**src/rtl/mc_pkg.sv**
```systemverilog
package mc_pkg;

  typedef enum logic [1:0] {
    CELL_OFF = 2'd0,
    CELL_REG = 2'd1,
    CELL_IO  = 2'd2
  } cell_cfg_e;

  // Decode the architecture bits into the cell's role.
  function automatic cell_cfg_e decode_cfg(input logic syn_b, input logic ac0_b,
                                           input logic ac1_b);
    if (syn_b || !ac0_b) return CELL_OFF;
    return ac1_b ? CELL_IO : CELL_REG;
  endfunction

  // Polarity stage: pass when active high, invert when active low.
  function automatic logic apply_pol(input logic val, input logic act_high);
    return act_high ? val : ~val;
  endfunction

endpackage

```
**src/rtl/mc_term_sum.sv**
```systemverilog
module mc_term_sum #(
  parameter int N = 8
) (
  input  logic [N-1:0] terms_i,
  input  logic [N-1:0] keep_i,
  output logic         sum_o
);
  logic [N-1:0] live;

  for (genvar g = 0; g < N; g++) begin : g_mask
    assign live[g] = terms_i[g] & keep_i[g];
  end

  assign sum_o = |live;
endmodule

```
**src/rtl/mc_store.sv**
```systemverilog
module mc_store (
  input  logic clk,
  input  logic d_i,
  output logic q_o
);
  // Reset-less storage element, as on the device.
  always_ff @(posedge clk) begin
    q_o <= d_i;
  end
endmodule

```
**src/rtl/mc_out_sel.sv**
```systemverilog
module mc_out_sel
  import mc_pkg::*;
(
  input  cell_cfg_e cfg_i,
  input  logic      pol_i,
  input  logic      q_i,
  input  logic      sum_io_i,
  input  logic      oe_term_i,
  input  logic      oe_n_i,
  input  logic      pad_in_i,
  output logic      pad_out_o,
  output logic      pad_en_o,
  output logic      fb_o
);
  always_comb begin
    pad_out_o = 1'b0;
    pad_en_o  = 1'b0;
    fb_o      = pad_in_i;
    unique case (cfg_i)
      CELL_REG: begin
        pad_out_o = apply_pol(q_i, pol_i);
        pad_en_o  = ~oe_n_i;
        fb_o      = ~q_i;
      end
      CELL_IO: begin
        pad_out_o = apply_pol(sum_io_i, pol_i);
        pad_en_o  = oe_term_i;
        fb_o      = pad_in_i;
      end
      default: begin
        pad_out_o = 1'b0;
        pad_en_o  = 1'b0;
        fb_o      = pad_in_i;
      end
    endcase
  end
endmodule

```
**src/rtl/pld_out_cell.sv**
```systemverilog
module pld_out_cell
  import mc_pkg::*;
#(
  parameter int NT = 8
) (
  input  logic          clk,
  input  logic          oe_n,
  input  logic          syn,
  input  logic          ac0,
  input  logic          ac1,
  input  logic          pol,
  input  logic [NT-1:0] terms,
  input  logic [NT-1:0] keep,
  input  logic          pad_in,
  output logic          pad_out,
  output logic          pad_en,
  output logic          fb
);
  localparam int NIO = NT - 1;

  // Named internal events, visible to the checker.
  cell_cfg_e cfg;
  logic      sum_all;
  logic      sum_io;
  logic      oe_term;
  logic      ff_q;

  assign cfg     = decode_cfg(syn, ac0, ac1);
  assign oe_term = terms[0] & keep[0];

  mc_term_sum #(.N(NT)) u_sum_all (
    .terms_i (terms),
    .keep_i  (keep),
    .sum_o   (sum_all)
  );

  mc_term_sum #(.N(NIO)) u_sum_io (
    .terms_i (terms[NT-1:1]),
    .keep_i  (keep[NT-1:1]),
    .sum_o   (sum_io)
  );

  mc_store u_ff (
    .clk (clk),
    .d_i (sum_all),
    .q_o (ff_q)
  );

  mc_out_sel u_sel (
    .cfg_i     (cfg),
    .pol_i     (pol),
    .q_i       (ff_q),
    .sum_io_i  (sum_io),
    .oe_term_i (oe_term),
    .oe_n_i    (oe_n),
    .pad_in_i  (pad_in),
    .pad_out_o (pad_out),
    .pad_en_o  (pad_en),
    .fb_o      (fb)
  );
endmodule

```
**config.mk**
```make
export PLATFORM = sky130hd
export DESIGN_NAME = pld_out_cell
export DESIGN_NICKNAME = d
export VERILOG_FILES = /design/src/rtl/mc_pkg.sv /design/src/rtl/mc_term_sum.sv /design/src/rtl/mc_store.sv /design/src/rtl/mc_out_sel.sv /design/src/rtl/pld_out_cell.sv
export SDC_FILE = /design/constraint.sdc
export NUM_CORES = 1
export LEC_CHECK = 0
export BUFFER_PORTS_ARGS = -buffer_cell sky130_fd_sc_hd__buf_4
export CAP_MARGIN = 20
export CORE_AREA = 2 2 39 41
export DETAILED_ROUTE_END_ITERATION = 12
export DIE_AREA = 0 0 41 43
export SYNTH_ARGS = -nofsm -noshare
export SYNTH_HDL_FRONTEND = slang
export SYNTH_SLANG_ARGS = --single-unit
export TNS_END_PERCENT = 100
```
**constraint.sdc**
```tcl
create_clock -name clk -period 2 [get_ports clk]
set_input_delay 0.4 -clock clk [delete_from_list [all_inputs] [get_ports clk]]
set_output_delay 0.4 -clock clk [all_outputs]
set_load 0.005 [all_outputs]
```
# Word level (Yosys, flattened, before mapping)
# Index checks and enable logic that the tools add are counted.
[totals]
inputBits = 23
reg_bits = 1
[classes]
n_reduce_logical = 4
n_mux = 9
eq_ne = 2
bitwise = 11
[ops]
columns = ["op", "count"]
rows = [
  ["$and 1x1->1", 8],
  ["$reduce_or 8->1", 1],
  ["$reduce_or 7->1", 1],
  ["$mux 2", 3],
  ["$mux 1", 4],
  ["$pmux 1 s2", 2],
  ["$not 1->1", 3],
  ["$eq 2x1->1 const B", 1],
  ["$eq 2x2->1 const B", 1],
  ["$logic_not 1->1", 1],
  ["$logic_or 1x1->1", 1],
]

# Depth between registers and ports, before layout
[logic_depth]
ltp_word = 6
depth_mapped = 3
ltp_nobuf = 3

# By module
# A second synthesis with hierarchy kept.
[hier_totals]
hier_cells = 28
hier_area_um2 = 231.5
[by_module_without_submodules]
columns = ["mod", "cells_per_inst", "area_per_inst_um2", "seq_area_each_um2", "instances"]
rows = [
  ["mc_out_sel", 15, 117.6, 0.0, 1],
  ["mc_term_sum (u_sum_all)", 5, 36.3, 0.0, 1],
  ["mc_term_sum (u_sum_io)", 4, 30.0, 0.0, 1],
  ["pld_out_cell", 3, 27.5, 0.0, 1],
  ["mc_store", 1, 20.0, 20.0, 1],
]

# Worst setup path after synthesis
# Ideal clock, no wire load.
[synth_path]
path_type = "input port to output port"
from = "input port terms[2]"
to = "output port pad_out"
required_ns = 1.600
path_stages = 3
n_path_buf = 0
arrival_ns = 1.087
setup_slack_ns = 0.513
path_cell_list = "a222oi_1 a31oi_1 a211o_1"
[synth_via]
elab_chain_len = 5
[synth_rtl]
columns = ["element", "line", "source"]
rows = [
  ["from (decl)", "pld_out_cell.sv:12", "input logic [NT-1:0] terms,"],
  ["$and 1x1->1 *", "mc_term_sum.sv:11", "assign live[g] = terms_i[g] & keep_i[g];"],
  ["$reduce_or 7->1 *", "mc_term_sum.sv:14", "assign sum_o = |live;"],
  ["$not 1->1", "mc_pkg.sv:18", "return act_high ? val : ~val;"],
  ["$mux 1 *", "mc_pkg.sv:18", ""],
  ["$pmux 1 s2 *", "mc_out_sel.sv:19", "unique case (cfg_i)"],
  ["to (decl)", "pld_out_cell.sv:15", "output logic pad_out,"],
]
# Mark *: on every way between the ends. The rest lies on a longest branch, timed or not.

# Worst setup path after layout
# Same ends and word-level chain as after synthesis.

==> results.json <==
{
  "outcome": "complete, no violations",
  "cts.repair.resized": 0,
  "final-max-slew-violation-count": 0,
  "grt_start_max_net_pins": 8,
  "yosys.cell_types.count": 15,
  "cp-startpoint": "terms[2]",
  "syn-num-nets": 42,
  "worst_path_dominant_cell_family": "compound AO/OA/AOI/OAI gates",
  "synth_top_area_share_pct": 14.7,
  "crit_path_cell_trace": "buf_4 -> a222oi_1 -> a31oi_1 -> a211o_1 -> buf_4",
  "min-delay-path-class": "in -> reg",
  "cts-hold-fix-buffers": 0,
  "path_common_cell": "sky130_fd_sc_hd__buf_4",
  "synthesis.area_sq_um": 136,
  "dp_cells": 60,
  "synth_top_cells_by_area": "sky130_fd_sc_hd__dfxtp_1, sky130_fd_sc_hd__a22oi_1, sky130_fd_sc_hd__a31oi_1",
  "post_drt_via_cell_ratio": 4.13,
  "post_synth.cell_area_avg_sq_um": 7.18,
  "maxClockFrequency_mhz": 562,
  "drt_wl_total_um": 537,
  "power.leakage_nw": 0.173,
  "worst_setup_path_endpoint": "pad_out",
  "grt.total_usage_pct": 5.61,
  "biggestRegsByFlops": "u_ff.q_o x1",
  "synth_flop_cell": "sky130_fd_sc_hd__dfxtp_1",
  "largest_register_ff_count": 1,
  "crit_path_max_fanout": 2,
  "globalplace.congestion": 0.605,
  "rsz_0062_raised_after_global_routing": "false",
  "power.density_cell_area_nw_per_um2": 231,
  "timing.setup.tns_ns": 0,
  "crit_buf_inv": 2,
  "drc_viols": 0,
  "ff_latch_count_synth": 1,
  "floorplan.die.width_um": 41,
  "async_flop_share_pct": 0,
  "final_cell_count_no_fill": 60,
  "initial_core_util_pct": 9.86,
  "critPathMaxStageDelay_ns": 0.37,
  "die_height_um": 43,
  "peakVddDrop_v": 0.0000702,
  "cp.arrival_ns": 1.38,
  "wl_per_cell_um": 8.95,
  "floorplan.rows": 14,
  "final_area_sq_um": 344,
  "via_count": 248,
  "route.antenna.remaining_nets": 0,
  "setup.worst_path.end_class": "primary output",
  "timing.max_cap.violations": 0,
  "category_of_the_worst_setup_path_launch_point": "input port",
  "hold_viol_final": 0,
  "final_core_util_pct": 24.9,
  "top_register": "u_ff.q_o",
  "dr.pass1.iters": 4,
  "hold_path_depth": 3,
  "seq_area_frac_synth_pct": 14.7,
  "final_period_utilization_pct": 89.0,
  "number_of_flops_mapped_to_enable_cells_by_yosys": 0,
  "cp_num_cells": 5,
  "grt_pass1_wl_um": 731,
  "finalSetupViolations": 0,
  "timing.critical_path.slowest_stage_cell": "sky130_fd_sc_hd__a222oi_1",
  "cp_data_required_time_ns": 1.60,
  "first_global_vias": 203,
  "max_slew_headroom_at_the_worst_pin_pct": 77.3,
  "antenna_cells_inserted": 0,
  "areaGrowthSynthToFinish_pct": 152,
  "yosys.area.top_type": "sky130_fd_sc_hd__dfxtp_1",
  "syn_inst": 19,
  "worst_setup_hold_path_clk_slew_ns": 0,
  "nets": 69,
  "dpl-instance-area_sq_um": 344,
  "post_route_cells_drive_above_1_share_pct": 56.8,
  "coreArea_sq_um": 1380,
  "synth.yosys.warnings": 0,
  "io_buffer_count": 25,
  "timing.setup.critical_path_class": "in -> out",
  "synth.top_cells.by_count": "sky130_fd_sc_hd__a22oi_1, sky130_fd_sc_hd__a31oi_1, sky130_fd_sc_hd__nand2_1, sky130_fd_sc_hd__nor2_1",
  "tightestPinTransition_ns": 0.341,
  "antenna_found_initial": 0,
  "first_iter_violations": 8,
  "min_period_ns": 1.78,
  "design.die.area_sq_um": 1760,
  "post_cts_buffers": 0,
  "layout.filler_cells": 152,
  "floorplan.io_pins": 26,
  "grt_remaining_overflow": 0
}
-- cell families after synthesis --
logic type | after synthesis | synth area share (%)
AOI/OAI and AO/OA | 8 | 43.1
DFF | 1 | 14.7
xor gates and xnor gates | 1 | 6.42
and+or+nand+nor | 9 | 35.8
-- power breakdown --
group	internal [mW]	total [mW]	switching, mW
registers	0.0215	0.0222	0.000638
clock network	0	0	0
logic	0.0396	0.0574	0.0178
total	0.0611	0.0796	0.0185
-- worst min path at each step --
stage / startpoint / end
6_report: keep[0] / u_ff.q_o
2_1_floorplan: keep[0] / u_ff.q_o
4_1_cts: keep[0] / u_ff.q_o
3_5_place_dp: keep[0] / u_ff.q_o
3_3_place_gp: keep[0] / u_ff.q_o
5_1_grt: keep[0] / u_ff.q_o
-- final cells by class --
class | count | area [sq um] | area share [%]
timing repair buffer | 25 | 188 | 54.5
tap | 16 | 20.0 | 5.82
sequential | 1 | 20.0 | 5.82
multi-input combinational | 18 | 116 | 33.8
-- through the flow --
stage	setup slack [ns]	power, mW	hold slack (ns)
after floorplan	0.513	0.0375	0.499
after global routing	0.115	0.0858	0.627
after CTS	0.205	0.0804	0.612
final	0.220	0.0796	0.605
after detailed placement	0.214	0.0803	0.613
after global placement	0.210	0.0794	0.600
-- placed cells by master, fill, tap and decap left out, types with 2 or more instances in the layout --
cell type,synthesis,routed
sky130_fd_sc_hd__buf_4,0,25
sky130_fd_sc_hd__nor2_1,2,2
sky130_fd_sc_hd__a31oi_1,2,2
sky130_fd_sc_hd__a22oi_1,2,2
sky130_fd_sc_hd__nand2_1,2,2
-- metal layers --
layer  up-vias  share of wire [%]  track usage [%]
met5         -                  0                0
met4         0                  0                0
met3         0                 16                0
met2        22                 44             10.3
met1        97                 40             7.32
li1        129                  -                -
Note: power is estimated with default switching activity, not from simulation.
